**src/rtl/irqc_pkg.sv**
```systemverilog
package irqc_pkg;

    localparam int IRQC_N  = 8;
    localparam int IRQC_PW = $clog2(IRQC_N);
    localparam int IRQC_DW = 8;
    localparam int IRQC_SW = 3;

    // first initialization word
    localparam int B_INIT   = 4;
    localparam int B_SINGLE = 1;
    localparam int B_NEED4  = 0;
    // fourth initialization word
    localparam int B_UPMODE = 0;
    localparam int B_AUTOEO = 1;
    // operation words
    localparam int B_CTL3   = 3;
    localparam int B_ROT    = 7;
    localparam int B_SPEC   = 6;
    localparam int B_EOI    = 5;
    localparam int B_POLL   = 2;
    localparam int B_RDEN   = 1;
    localparam int B_RDISR  = 0;

    typedef enum logic [2:0] {
        K_NONE, K_INIT1, K_INIT2, K_INIT3, K_INIT4, K_MASK, K_RDCTL, K_EOICTL
    } wr_kind_e;

    typedef struct packed {
        logic                 ready;
        logic [IRQC_SW-1:0]   step;
        logic [IRQC_N-1:0]    mask;
        logic [IRQC_N-1:0]    req;
        logic [IRQC_N-1:0]    isr;
        logic [IRQC_DW-1:0]   base;
        logic [IRQC_PW-1:0]   ptr;
        logic                 aeoi;
        logic                 rotate;
        logic                 poll;
        logic                 rd_isr;
        logic [IRQC_DW-1:0]   rdata;
        logic                 err;
    } core_st_t;

endpackage

```
**src/rtl/irqc_prio.sv**
```systemverilog
module irqc_prio #(
    parameter int N  = 8,
    parameter int PW = $clog2(N)
) (
    input  logic [N-1:0]  vec_i,
    input  logic [PW-1:0] ptr_i,
    output logic          found_o,
    output logic [PW-1:0] pin_o,
    output logic [PW:0]   rank_o
);
    // Rank k means line (ptr + 1 + k) mod N; the lowest rank wins.
    logic [PW-1:0] idx;

    always_comb begin
        found_o = 1'b0;
        pin_o   = '0;
        rank_o  = (PW+1)'(N);
        idx     = '0;
        for (int k = N - 1; k >= 0; k--) begin
            idx = ptr_i + PW'(1) + PW'(k);
            if (vec_i[idx]) begin
                found_o = 1'b1;
                pin_o   = idx;
                rank_o  = (PW+1)'(k);
            end
        end
    end
endmodule

```
**src/rtl/irqc_wr_decode.sv**
```systemverilog
module irqc_wr_decode
    import irqc_pkg::*;
(
    input  logic               wr_i,
    input  logic               addr_i,
    input  logic               init_bit_i,
    input  logic               ctl3_bit_i,
    input  logic [IRQC_SW-1:0] step_i,
    input  logic               ready_i,
    output wr_kind_e           kind_o
);
    always_comb begin
        kind_o = K_NONE;
        if (wr_i) begin
            if (addr_i) begin
                case (step_i)
                    IRQC_SW'(2): kind_o = K_INIT2;
                    IRQC_SW'(3): kind_o = K_INIT3;
                    IRQC_SW'(4): kind_o = K_INIT4;
                    default:     kind_o = K_MASK;
                endcase
            end else if (init_bit_i) begin
                kind_o = K_INIT1;
            end else if (ready_i) begin
                kind_o = ctl3_bit_i ? K_RDCTL : K_EOICTL;
            end
        end
    end
endmodule

```
**src/rtl/irqc_cmd_if.sv**
```systemverilog
module irqc_cmd_if
    import irqc_pkg::*;
(
    input  logic               clk,
    input  logic               rst_n,
    input  logic               wr_i,
    input  logic               rd_i,
    input  logic               addr_i,
    input  logic [IRQC_DW-1:0] wdata_i,
    input  logic [IRQC_N-1:0]  req_set_i,
    input  logic               ack_i,
    input  logic [IRQC_PW-1:0] ack_pin_i,
    input  logic               ack_hold_i,
    output logic [IRQC_DW-1:0] rdata_o,
    output logic               cmd_err_o,
    output logic               ready_o,
    output logic               irq_o,
    output logic [IRQC_DW-1:0] irq_vec_o
);
    localparam int N  = IRQC_N;
    localparam int PW = IRQC_PW;

    core_st_t st_q, st_d;
    wr_kind_e kind;

    logic [N-1:0]  mask_q, req_q, isr_q;
    logic          poll_q;
    logic          isr_found, req_found;
    logic [PW-1:0] isr_pin, req_pin;
    logic [PW:0]   isr_rank, req_rank;
    logic [PW-1:0] eoi_pin;
    logic          eoi_hit;

    assign mask_q = st_q.mask;
    assign req_q  = st_q.req;
    assign isr_q  = st_q.isr;
    assign poll_q = st_q.poll;

    irqc_wr_decode u_dec (
        .wr_i       (wr_i),
        .addr_i     (addr_i),
        .init_bit_i (wdata_i[B_INIT]),
        .ctl3_bit_i (wdata_i[B_CTL3]),
        .step_i     (st_q.step),
        .ready_i    (st_q.ready),
        .kind_o     (kind)
    );

    irqc_prio #(.N(N), .PW(PW)) u_isr_prio (
        .vec_i   (st_q.isr),
        .ptr_i   (st_q.ptr),
        .found_o (isr_found),
        .pin_o   (isr_pin),
        .rank_o  (isr_rank)
    );

    irqc_prio #(.N(N), .PW(PW)) u_req_prio (
        .vec_i   (st_q.req & ~st_q.mask),
        .ptr_i   (st_q.ptr),
        .found_o (req_found),
        .pin_o   (req_pin),
        .rank_o  (req_rank)
    );

    always_comb begin
        st_d     = st_q;
        st_d.err = 1'b0;
        eoi_pin  = '0;
        eoi_hit  = 1'b0;

        case (kind)
            K_INIT1: begin
                st_d.ready  = 1'b0;
                st_d.step   = IRQC_SW'(1);
                st_d.mask   = '0;
                st_d.ptr    = PW'(N - 1);
                st_d.rd_isr = 1'b0;
                if (wdata_i[B_SINGLE] || !wdata_i[B_NEED4])
                    st_d.err = 1'b1;
                else
                    st_d.step = IRQC_SW'(2);
            end
            K_INIT2: begin
                st_d.base = {wdata_i[IRQC_DW-1:PW], {PW{1'b0}}};
                st_d.step = IRQC_SW'(3);
            end
            K_INIT3: begin
                st_d.step = IRQC_SW'(4);
            end
            K_INIT4: begin
                if (!wdata_i[B_UPMODE]) begin
                    st_d.err = 1'b1;
                end else begin
                    st_d.aeoi  = wdata_i[B_AUTOEO];
                    st_d.step  = '0;
                    st_d.ready = 1'b1;
                end
            end
            K_MASK: begin
                st_d.mask = wdata_i[N-1:0];
            end
            K_RDCTL: begin
                st_d.poll = wdata_i[B_POLL];
                if (wdata_i[B_RDEN])
                    st_d.rd_isr = wdata_i[B_RDISR];
            end
            K_EOICTL: begin
                st_d.rotate = wdata_i[B_ROT];
                if (wdata_i[B_EOI]) begin
                    if (wdata_i[B_SPEC]) begin
                        eoi_pin = wdata_i[PW-1:0];
                        eoi_hit = 1'b1;
                    end else begin
                        eoi_pin = isr_pin;
                        eoi_hit = isr_found;
                    end
                    if (eoi_hit) begin
                        st_d.isr[eoi_pin] = 1'b0;
                        if (wdata_i[B_ROT])
                            st_d.ptr = eoi_pin;
                    end
                end else if (wdata_i[B_SPEC] && wdata_i[B_ROT]) begin
                    st_d.ptr = wdata_i[PW-1:0];
                end
            end
            default: ;
        endcase

        if (rd_i) begin
            if (st_q.poll) begin
                st_d.err   = 1'b1;
                st_d.rdata = '0;
            end else if (addr_i) begin
                st_d.rdata = IRQC_DW'(st_q.mask);
            end else begin
                st_d.rdata = IRQC_DW'(st_q.rd_isr ? st_q.isr : st_q.req);
            end
        end

        if (ack_i) begin
            if (!ack_hold_i)
                st_d.req[ack_pin_i] = 1'b0;
            if (st_q.aeoi) begin
                if (st_q.rotate)
                    st_d.ptr = ack_pin_i;
            end else begin
                st_d.isr[ack_pin_i] = 1'b1;
            end
        end

        st_d.req = st_d.req | req_set_i;
    end

    always_ff @(posedge clk) begin
        if (!rst_n) begin
            st_q     <= '0;
            st_q.ptr <= PW'(N - 1);
        end else begin
            st_q <= st_d;
        end
    end

    assign rdata_o   = st_q.rdata;
    assign cmd_err_o = st_q.err;
    assign ready_o   = st_q.ready;
    assign irq_o     = req_found && (req_rank < isr_rank);
    assign irq_vec_o = st_q.base | IRQC_DW'(req_pin);

endmodule

```
**config.mk**
```make
export PLATFORM = sky130hd
export DESIGN_NAME = irqc_cmd_if
export DESIGN_NICKNAME = d
export VERILOG_FILES = /design/src/rtl/irqc_pkg.sv /design/src/rtl/irqc_prio.sv /design/src/rtl/irqc_wr_decode.sv /design/src/rtl/irqc_cmd_if.sv
export SDC_FILE = /design/constraint.sdc
export NUM_CORES = 1
export LEC_CHECK = 0
export CAP_MARGIN = 10
export CORE_ASPECT_RATIO = 0.9
export CORE_MARGIN = 3
export CORE_UTILIZATION = 35
export DETAILED_ROUTE_END_ITERATION = 10
export DONT_BUFFER_PORTS = 1
export SETUP_SLACK_MARGIN = 0.02
export SYNTH_ARGS = -nofsm -noshare
export SYNTH_HDL_FRONTEND = slang
export SYNTH_SLANG_ARGS = --single-unit
```
**constraint.sdc**
```tcl
create_clock -name clk -period 12.75 [get_ports clk]
set_input_delay 2.55 -clock clk [delete_from_list [all_inputs] [get_ports clk]]
set_output_delay 2.55 -clock clk [all_outputs]
set_load 0.01 [all_outputs]
```
After elaboration in Yosys (flattened, before gate mapping). Index checks and enable logic that the tools add are counted.

Flip-flop bits (word level): 49. Output and inout port bits: 19.

$add $sub $neg: 8. $lt $le $gt $ge: 13. Bitwise operators: 9. Equality and inequality tests: 12. Mux-type cells: 125. Reduce and logical (&&, ||, !) cells: 14.

Operator list (count): $mux W3 (30); $mux W4 (17); $mux W8 (8); $bmux W1 S3 (16); $mux W1 (43); $lt A3 B4 Y1 const B (10); $and A8 B8 Y8 (3); $not A8 Y8 (3); $mux W16 (1); $or A8 B8 Y8 (2); $pmux W8 S2 (1); $eq A3 B3 Y1 const B (5); $add A3 B3 Y3 const B (4); $eq A3 B2 Y1 const B (4); $pmux W3 S4 (1); $pmux W3 S3 (1); $or A8 B3 Y8 (1); $reduce_and A2 Y1 (4); $add A3 B1 Y3 const B (2); $add A3 B2 Y3 const B (2); $demux W1 S3 (2); $ge A3 B1 Y1 const B (2); $pmux W1 S2 (3); $pmux W3 S2 (1); 9 further kinds (15).

Longest topological paths before layout. Gate-level depths: netlist of run 1.

Depth in word-level cells: 28. Mapped depth: 21. Mapped depth without buffers: 14.

Modules after synthesis. From an unflattened synthesis of run 1, not the netlist that was laid out.

Cell total of the unflattened synthesis: 589. Area total of the unflattened synthesis: 4890.9 sq um.

Modules (own cells, without submodules): irqc_cmd_if (cells each 341, instances 1, seq. area each 980.9 sq um, area an instance 2762.6 sq um); irqc_prio (cells each 118, instances 2, seq. area each 0.0 sq um, area an instance 1029.7 sq um); irqc_wr_decode (cells each 12, instances 1, seq. area each 0.0 sq um, area an instance 68.8 sq um).

Worst setup path before layout of run 1. Ideal clock, no wire load.

Kind: reg-to-output. From: register st_q[13] in the netlist's numbering. To: output irq_o. Path buffers: 7. Data required time: 10200 ps. Setup slack: 6317 ps. Cell stages (with the launch flop): 22. Arrival time: 3883 ps. Path through: dfxtp_1 > buf_6 > buf_4 > inv_2 > buf_2 > buf_2 > ha_1 > buf_4 > buf_4 > inv_2 > clkbuf_1 > o221ai_1 > nand3_1 > nor2_1 > or3_1 > o31ai_1 > nor2b_1 > ha_1 > o21a_1 > o21ai_0 > a21oi_1 > nor3_1.

Cells in the longest elaborated chain, start to end: 14. Elaborated cells between the ends (all ways): 66.

RTL lines: start: declaration (RTL line irqc_cmd_if.sv:23) `core_st_t st_q, st_d;`; start signal: assignment (RTL line irqc_cmd_if.sv:159) `st_q <= st_d;`; $add A3 B1 Y3 (*) (RTL line irqc_prio.sv:20) `idx = ptr_i + PW'(1) + PW'(k);`; $add A3 B3 Y3 (RTL line irqc_prio.sv:20); $bmux W1 S3 (RTL line irqc_prio.sv:21) `if (vec_i[idx]) begin`; $mux W1 (implied by the code) (RTL line irqc_prio.sv:21); $mux W4 (8 in series) (RTL line irqc_prio.sv:21); $lt A4 B4 Y1 (RTL line irqc_cmd_if.sv:166) `assign irq_o = req_found && (req_rank < isr_rank);`; $logic_and A1 B1 Y1 (*) (RTL line irqc_cmd_if.sv:166); end: declaration (RTL line irqc_cmd_if.sv:17) `output logic irq_o,`.

Every way passes the cells marked *; elsewhere a longest branch is shown, timed or not. The select of a mux whose other input is x is not followed.

Worst setup path in the final report of run 1. Ends and elaborated chain as after synthesis.

==> run_summary.xml, run 1 <==
<?xml version="1.0" encoding="UTF-8"?>
<metrics>
  <group name="route">
    <metric name="drt_iter0_markers" unit="">442</metric>
    <metric name="detailroute.via_count" unit="">4352</metric>
    <metric name="totalWireLength" unit="um">13900</metric>
    <metric name="drt_pre_antenna_iters" unit="">5</metric>
    <metric name="wire_per_inst" unit="um">19.8</metric>
    <metric name="remaining_antenna_violation_count_after_routing" unit="">0</metric>
    <metric name="drc_errors" unit="">0</metric>
    <metric name="viasPerCell" unit="">6.22</metric>
  </group>
  <group name="logic_synthesis">
    <metric name="ys_top_cells_by_count" unit="">dfxtp_1, nand2_1, nor2_1</metric>
    <metric name="share_of_the_synthesized_netlist_area_taken_by_xor_and_xnor_gates" unit="%">1.73</metric>
    <metric name="synthAdderAreaFrac" unit="%">1.33</metric>
    <metric name="yosysTopAreaCellShare" unit="%">20.9</metric>
    <metric name="synth_compound_gate_area_share" unit="%">22.9</metric>
    <metric name="ys_seq_area_share" unit="%">20.9</metric>
    <metric name="post_synth.cell_area_avg" unit="um^2">8.09</metric>
    <metric name="ys_seq_elements" unit="">49</metric>
    <metric name="synth.net_count" unit="">612</metric>
    <metric name="muxShareOfSynthArea" unit="%">21.2</metric>
    <metric name="synth.cell_area" unit="um^2">4700</metric>
    <metric name="async_set_or_reset_register_ratio_after_synthesis" unit="%">0</metric>
    <metric name="number_of_library_cell_types_mapped_by_synthesis" unit="">76</metric>
    <metric name="synthSimpleGateAreaFrac" unit="%">23.8</metric>
    <metric name="ys.flop_type" unit="">dfxtp_1</metric>
    <metric name="netlist_top_cells_area" unit="">dfxtp_1, mux4_2, mux2i_1</metric>
    <metric name="synth-warning-count" unit="">0</metric>
    <metric name="synth_edf_count" unit="">0</metric>
    <metric name="combinational_family_with_the_most_area_after_synthesis" unit="">simple AND/OR/NAND/NOR gates</metric>
    <metric name="post_synth_inst_count" unit="">581</metric>
    <metric name="synth_area_leader_cell" unit="">dfxtp_1</metric>
  </group>
  <group name="clock_network">
    <metric name="ctsHtreeMaxLevel" unit="">2</metric>
    <metric name="tritoncts" unit="">done</metric>
    <metric name="cts.repair.resized" unit="">0</metric>
    <metric name="post-cts-setup-buffer-count" unit="">0</metric>
    <metric name="cts_root_buffer" unit="">clkbuf_16</metric>
    <metric name="clock_insertion_delay_worst_skew" unit="ps">300</metric>
    <metric name="clk_pin_slew" unit="ps">70</metric>
    <metric name="cts_max_path_buffers" unit="">2</metric>
    <metric name="cts.sinks" unit="">49</metric>
    <metric name="cts-buffers-inserted" unit="">5</metric>
    <metric name="cts_hold_repair.buffers" unit="">0</metric>
  </group>
  <group name="die">
    <metric name="initial_utilization" unit="%">36.4</metric>
    <metric name="design.core.area" unit="um^2">12900</metric>
    <metric name="die_h" unit="um">116</metric>
    <metric name="fp.dieW" unit="um">128</metric>
    <metric name="fp.dieArea" unit="um^2">14900</metric>
    <metric name="placement_rows" unit="">39</metric>
    <metric name="io-pin-count" unit="">45</metric>
  </group>
  <group name="power">
    <metric name="total_power" unit="W">0.000522</metric>
    <metric name="p_comb_share" unit="%">34.3</metric>
    <metric name="ir_worst_vdd" unit="V">0.0000709</metric>
    <metric name="static_leakage" unit="nW">1.66</metric>
    <metric name="power.sequential.fraction" unit="%">35.6</metric>
    <metric name="power.switching" unit="W">0.000181</metric>
    <metric name="power.density" unit="nW/um^2">108</metric>
    <metric name="power.share.clock" unit="%">30.2</metric>
    <metric name="intPower" unit="W">0.000340</metric>
    <metric name="power_switching_share" unit="%">34.8</metric>
  </group>
  <group name="cells_and_area">
    <metric name="nFillCells" unit="">1301</metric>
    <metric name="multi_input_comb_area" unit="um^2">3330</metric>
    <metric name="ratio_of_cells_with_drive_above_1_in_the_final_layout" unit="%">12.5</metric>
    <metric name="seq_area" unit="um^2">981</metric>
    <metric name="insertedDiodeCount" unit="">0</metric>
    <metric name="fin_util" unit="%">37.2</metric>
    <metric name="finalNetCount" unit="">566</metric>
    <metric name="flow.area_growth_from_synthesis" unit="%">2.24</metric>
    <metric name="stdcell_count" unit="">700</metric>
  </group>
  <group name="global_routing">
    <metric name="grt_max_degree" unit="">52</metric>
    <metric name="grt_usage" unit="%">18.5</metric>
    <metric name="number_of_antenna_violations_at_the_first_check_in_global_routing" unit="">0</metric>
    <metric name="wire_length_of_the_first_global_routing_pass" unit="um">22300</metric>
    <metric name="number_of_global_route_vias_before_repair" unit="">4110</metric>
    <metric name="global_route.overflow_total" unit="">0</metric>
  </group>
  <group name="timing">
    <metric name="timing_worst_slew_pin_value" unit="ps">931</metric>
    <metric name="max-slew-margin-rel" unit="%">37.9</metric>
    <metric name="timing.clock.skew" unit="ps">6.33</metric>
    <metric name="report.final.setup_viol" unit="">0</metric>
    <metric name="setup_tns" unit="ps">0</metric>
    <metric name="number_of_endpoints_with_negative_hold_slack_in_the_final_report" unit="">0</metric>
    <metric name="period_minus_slack" unit="ps">7070</metric>
    <metric name="final-max-slew-violation-count" unit="">0</metric>
    <metric name="setup_repair_after_global_routing_missed_its_margin" unit="">false</metric>
    <metric name="post-route-period-util" unit="%">55.5</metric>
    <metric name="max_freq" unit="GHz">0.141</metric>
  </group>
  <group name="hold_path">
    <metric name="worst_hold_path.num_cells" unit="">2</metric>
    <metric name="min_path_type" unit="">flip-flop to flip-flop</metric>
  </group>
  <group name="setup_path">
    <metric name="critical_path.max_stage_delay" unit="ps">630</metric>
    <metric name="timing.critical_path.slowest_stage_cell" unit="">mux4_2</metric>
    <metric name="cp_cell_sequence" unit="">buf_4 -&gt; inv_2 -&gt; ha_1 -&gt; buf_4 -&gt; mux4_2 -&gt; mux2_2 -&gt; nor2_1 -&gt; o22a_1 -&gt; o32ai_1 -&gt; a21oi_1 -&gt; ha_1 -&gt; o21a_1 -&gt; o21ai_0 -&gt; a21oi_1 -&gt; nor3_1</metric>
    <metric name="crit_buf_inv" unit="">3</metric>
    <metric name="crit_fanout" unit="">35</metric>
    <metric name="critPathRequiredTime" unit="ps">10200</metric>
    <metric name="cp.depth" unit="">15</metric>
    <metric name="worst_path_dominant_cell_family" unit="">buffers and inverters</metric>
    <metric name="reg2regPathDepth" unit="">12</metric>
    <metric name="worstPathArrival" unit="ps">4520</metric>
    <metric name="critical_path.endpoint_type" unit="">output pin</metric>
    <metric name="startpoint_type_of_the_worst_setup_path" unit="">flip-flop</metric>
    <metric name="worstSetupPathType" unit="">flip-flop to output pin</metric>
  </group>
  <group name="place">
    <metric name="io_buffer_count" unit="">0</metric>
    <metric name="detailed_place_hpwl" unit="um">10200</metric>
    <metric name="place_congestion" unit="">0.933</metric>
    <metric name="dpl.cell_count" unit="">692</metric>
  </group>
  <group name="run">
    <metric name="cap_violations" unit="">0</metric>
  </group>
  <group name="run_status">
    <metric name="status" unit="">finished, final reports clean</metric>
  </group>
</metrics>
[logic make-up (layout without fill, tap and decap cells)]
group / after synthesis / in the layout
simple gates: 221 / 221
mux: 71 / 71
flops: 49 / 49
compound gates: 151 / 151
buf+inv: 79 / 34
xor+xnor: 5 / 5
fa+ha+maj: 5 / 5
[metrics by stage]
step	setup slack, ps	hold slack [ps]	cell area (um^2)
after floorplan	6320	455	4700
after global placement	6050	470	4630
after detailed placement	6000	474	4630
after CTS	5680	484	4810
after global routing	5230	517	4810
final	5680	484	4810
[flip-flops by register name, summed over array words and instances (netlist names)]
name / cells
poll_q: 1
isr_q: 8
cmd_err_o: 1
mask_q: 8
rdata_o: 8
req_q: 8
st_q: 14
ready_o: 1
[worst paths after layout]
| check | startpoint | endpoint | slack (ps) |
|---|---|---|---|
| min reg2reg | mask_q[1]$_SDFFE_PN0P_ | mask_q[1]$_SDFFE_PN0P_ | 480 |
| max reg2reg | st_q[13]$_SDFF_PN1_ | st_q[15]$_SDFF_PN1_ | 8490 |
| max | st_q[13]$_SDFF_PN1_ | irq_o | 5680 |
| min | mask_q[1]$_SDFFE_PN0P_ | mask_q[1]$_SDFFE_PN0P_ | 480 |
[worst reg2reg max path, delay by kind of cell (launching register included)]
family | cells | cell delay (ps)
buffers and inverters | 3 | 1110
AND/OR/NAND/NOR | 4 | 900
XOR/XNOR | 1 | 640
AO/OA/AOI/OAI | 2 | 440
adder cells (fa/ha/maj) | 1 | 380
multiplexers | 1 | 360
flip-flops | 1 | 310
[layout make-up]
cell class / instances / area share, %
Sequential cell: 49 / 20.4
Clock buffer: 6 / 2.89
Timing Repair Buffer: 4 / 0.625
Tap cell: 164 / 4.27
Clock inverter: 2 / 0.781
Multi-Input combinational cell: 453 / 69.3
Inverter: 22 / 1.72
[cell usage in the layout (no fill, tap or decap), drive strengths merged, types with 7 or more instances in the layout]
cell type  instances
nand2             49
dfxtp             49
nor2              45
a21oi             37
nor2b             31
nand3             30
mux2i             30
mux2              21
inv               21
mux4              20
o21ai             19
o22ai             14
nand2b            12
a21boi            12
nor3              11
and2              10
nor4               9
o221ai             8
o211ai             8
a211oi             7
[routing by layer]
metal / track usage, % / up-vias / wire length (um)
met5: 0 / - / 0
met4: 3.89 / 0 / 127
met3: 4.56 / 15 / 1170
met2: 30.7 / 203 / 6570
met1: 24.6 / 2091 / 5990
li1: - / 2043 / -
[power groups by stage]
stage | Clock (W) | Combinational [W] | Sequential [W]
after global placement | 0 | 0.000174 | 0.000188
after global routing | 0.000166 | 0.000196 | 0.000187
after CTS | 0.000160 | 0.000176 | 0.000185
after detailed placement | 0 | 0.000175 | 0.000189
after floorplan | 0 | 0.000158 | 0.000172
final | 0.000157 | 0.000179 | 0.000185
No activity file was read; power rests on OpenSTA's default activity.
==> run 2, diff against run 1 <==
- ABC_AREA: unset -> 1
- clock period: 12.75 -> 6.15 ns (I/O delays scaled with it)
==> run_summary.xml, run 2 <==
<?xml version="1.0" encoding="UTF-8"?>
<metrics>
  <group name="clock_network">
    <metric name="cts-buffers-inserted" unit="">5</metric>
    <metric name="cts_hold_repair.buffers" unit="">0</metric>
    <metric name="cts_root_buffer" unit="">clkbuf_16</metric>
    <metric name="clock_insertion_delay_worst_skew" unit="ps">290</metric>
    <metric name="cts.sinks" unit="">49</metric>
    <metric name="clk_pin_slew" unit="ps">70</metric>
    <metric name="cts.repair.resized" unit="">0</metric>
    <metric name="cts_max_path_buffers" unit="">2</metric>
    <metric name="post-cts-setup-buffer-count" unit="">0</metric>
    <metric name="tritoncts" unit="">done</metric>
    <metric name="ctsHtreeMaxLevel" unit="">2</metric>
  </group>
  <group name="cells_and_area">
    <metric name="insertedDiodeCount" unit="">0</metric>
    <metric name="largest_register_ff_count" unit="">14</metric>
    <metric name="mostFrequentLayoutCells" unit="">nand2_1, inv_1, a21oi_1</metric>
    <metric name="register_ranked_first_by_flip_flop_count" unit="">st_q</metric>
    <metric name="ratio_of_cells_with_drive_above_1_in_the_final_layout" unit="%">11.7</metric>
    <metric name="mostFrequentLayoutCell" unit="">nand2_1</metric>
    <metric name="nFillCells" unit="">1204</metric>
    <metric name="flow.area_growth_from_synthesis" unit="%">3.66</metric>
    <metric name="seq_area" unit="um^2">981</metric>
    <metric name="multi_input_comb_area" unit="um^2">2470</metric>
    <metric name="finalNetCount" unit="">697</metric>
  </group>
  <group name="logic_synthesis">
    <metric name="synth_area_leader_cell" unit="">dfxtp_1</metric>
    <metric name="post_synth_inst_count" unit="">688</metric>
    <metric name="combinational_family_with_the_most_area_after_synthesis" unit="">simple AND/OR/NAND/NOR gates</metric>
    <metric name="ys_seq_elements" unit="">49</metric>
    <metric name="muxShareOfSynthArea" unit="%">0.497</metric>
    <metric name="share_of_the_synthesized_netlist_area_taken_by_xor_and_xnor_gates" unit="%">0</metric>
    <metric name="ys_top_cells_by_count" unit="">nand2_1, inv_1, a21oi_1</metric>
    <metric name="synth_compound_gate_area_share" unit="%">19.8</metric>
    <metric name="synth.net_count" unit="">719</metric>
    <metric name="number_of_library_cell_types_mapped_by_synthesis" unit="">38</metric>
    <metric name="yosysTopAreaCellShare" unit="%">24.3</metric>
    <metric name="synth-warning-count" unit="">0</metric>
    <metric name="async_set_or_reset_register_ratio_after_synthesis" unit="%">0</metric>
    <metric name="ys.flop_type" unit="">dfxtp_1</metric>
    <metric name="synth.cell_area" unit="um^2">4030</metric>
    <metric name="synth_edf_count" unit="">0</metric>
    <metric name="post_synth.cell_area_avg" unit="um^2">5.86</metric>
    <metric name="netlist_top_cells_area" unit="">dfxtp_1, nand2_1, a21oi_1</metric>
    <metric name="ys_seq_area_share" unit="%">24.3</metric>
    <metric name="post-synth-top-count-cell" unit="">nand2_1</metric>
    <metric name="synthAdderAreaFrac" unit="%">1.55</metric>
    <metric name="synthSimpleGateAreaFrac" unit="%">39.5</metric>
  </group>
  <group name="setup_path">
    <metric name="critPathRequiredTime" unit="ps">4920</metric>
    <metric name="critical_path.endpoint_type" unit="">output pin</metric>
    <metric name="worstSetupPathType" unit="">flip-flop to output pin</metric>
    <metric name="crit_fanout" unit="">29</metric>
    <metric name="reg2reg_setup_slack" unit="ps">2370</metric>
    <metric name="worstPathArrival" unit="ps">4160</metric>
    <metric name="startpoint_type_of_the_worst_setup_path" unit="">flip-flop</metric>
    <metric name="reg2regPathDepth" unit="">24</metric>
  </group>
  <group name="route">
    <metric name="remaining_antenna_violation_count_after_routing" unit="">0</metric>
    <metric name="totalWireLength" unit="um">11300</metric>
    <metric name="drc_errors" unit="">0</metric>
    <metric name="drt_iter0_markers" unit="">300</metric>
    <metric name="wire_per_inst" unit="um">13.8</metric>
    <metric name="detailroute.via_count" unit="">4113</metric>
    <metric name="viasPerCell" unit="">5.03</metric>
    <metric name="drt_pre_antenna_iters" unit="">5</metric>
  </group>
  <group name="global_routing">
    <metric name="number_of_antenna_violations_at_the_first_check_in_global_routing" unit="">0</metric>
    <metric name="top_usage_layer" unit="">met2</metric>
    <metric name="use_met2" unit="%">27.1</metric>
    <metric name="wire_length_of_the_first_global_routing_pass" unit="um">18700</metric>
    <metric name="grt_max_degree" unit="">30</metric>
    <metric name="global_route.overflow_total" unit="">0</metric>
    <metric name="number_of_global_route_vias_before_repair" unit="">3760</metric>
    <metric name="globalRouteMet1Util" unit="%">25.8</metric>
    <metric name="grt_usage" unit="%">17.8</metric>
    <metric name="use_met3" unit="%">3.73</metric>
  </group>
  <group name="power">
    <metric name="static_leakage" unit="nW">1.89</metric>
    <metric name="power.density" unit="nW/um^2">234</metric>
    <metric name="total_power" unit="W">0.000976</metric>
    <metric name="ir_worst_vdd" unit="V">0.000128</metric>
  </group>
  <group name="timing">
    <metric name="post-route-period-util" unit="%">87.6</metric>
    <metric name="max-slew-margin-rel" unit="%">56.0</metric>
    <metric name="number_of_endpoints_with_negative_hold_slack_in_the_final_report" unit="">0</metric>
    <metric name="setup_tns" unit="ps">0</metric>
    <metric name="final_critical_path_setup_slack" unit="ps">762</metric>
    <metric name="setup_repair_after_global_routing_missed_its_margin" unit="">false</metric>
    <metric name="timing.clock.skew" unit="ps">4.33</metric>
    <metric name="period_minus_slack" unit="ps">5390</metric>
    <metric name="report.final.setup_viol" unit="">0</metric>
    <metric name="max_freq" unit="GHz">0.186</metric>
    <metric name="timing_worst_slew_pin_value" unit="ps">660</metric>
    <metric name="final-max-slew-violation-count" unit="">0</metric>
    <metric name="timing.hold.ws" unit="ps">462</metric>
  </group>
  <group name="die">
    <metric name="io-pin-count" unit="">45</metric>
    <metric name="placement_rows" unit="">36</metric>
    <metric name="die_h" unit="um">108</metric>
    <metric name="design.core.area" unit="um^2">11000</metric>
    <metric name="fp.dieW" unit="um">119</metric>
    <metric name="fp.dieArea" unit="um^2">12800</metric>
    <metric name="initial_utilization" unit="%">36.5</metric>
  </group>
  <group name="place">
    <metric name="detailed_place_hpwl" unit="um">8980</metric>
    <metric name="io_buffer_count" unit="">0</metric>
    <metric name="place_congestion" unit="">0.905</metric>
    <metric name="post-place-ws" unit="ps">1070</metric>
  </group>
  <group name="run">
    <metric name="cap_violations" unit="">0</metric>
  </group>
  <group name="hold_path">
    <metric name="min_path_type" unit="">flip-flop to flip-flop</metric>
    <metric name="worst_hold_path.num_cells" unit="">2</metric>
  </group>
  <group name="run_status">
    <metric name="status" unit="">finished, final reports clean</metric>
  </group>
</metrics>
==> run 2: cell types whose count changed after synthesis, sizes merged, moves of 12 or more <==
cell and delta:
nor2b -31, o22ai -13, nand2b -12, mux2i -28, a21oi +44, inv +71
clkbuf -20, o21ai +37, nand2 +219, mux2 -21, mux4 -20
==> run 2: per-stage QoR <==
step / cells / cell area, um^2 / util [%]
global placement: 811 / 4020 / 36.4
finish: 818 / 4180 / 37.9
CTS: 818 / 4180 / 37.9
detailed placement: 811 / 4020 / 36.4
global route: 818 / 4180 / 37.9
floorplan: 688 / 4030 / -
==> run 2: final timing paths <==
path | from | to
max | st_q[13]$_SDFF_PN1_ | irq_o
min | st_q[50]$_SDFFE_PN0P_ | st_q[50]$_SDFFE_PN0P_
max reg2reg | st_q[13]$_SDFF_PN1_ | isr_q[7]$_SDFF_PN0_
min reg2reg | st_q[50]$_SDFFE_PN0P_ | st_q[50]$_SDFFE_PN0P_
==> run 2: routing by layer <==
metal	vias up	share of wire, %
met4	0	0.96
li1	2135	-
met1	1843	50
met2	125	43
met5	-	0
met3	10	6.6
==> run 2: final cells by class <==
type	instances	area share [%]
clock inverter	2	0.838
multi-input combinational	513	59.1
inverter	95	8.65
clock buffer	5	2.99
timing repair buffer	2	0.359
tap	152	4.55
sequential	49	23.5
==> run 2: critical path: stages, from the launching register on <==
cell and delay [ps]:
dfxtp_1 310, buf_4 300, inv_6 130, ha_1 750
inv_1 380, nand2_1 200, nand2_4 100, mux2i_1 240
nor2_1 70, nor2_1 220, inv_1 90, nor2_1 120
nand2_1 80, nor3_1 200, ha_1 290, a21oi_1 140
nand2_1 60, nor2_1 180
==> run 2: cell families (layout without fill, tap and decap cells) <==
logic type | after synthesis | after routing
AND/OR/NAND/NOR | 358 | 358
multiplexers | 2 | 2
AO/OA/AOI/OAI | 148 | 148
flip-flops | 49 | 49
adder cells (fa/ha/maj) | 5 | 5
buffers and inverters | 126 | 104
==> run 2: report_power, final <==
part,internal [W],switching (W)
registers,0.000333,0.0000147
logic,0.000101,0.000218
clock network,0.000189,0.000120
total,0.000624,0.000352
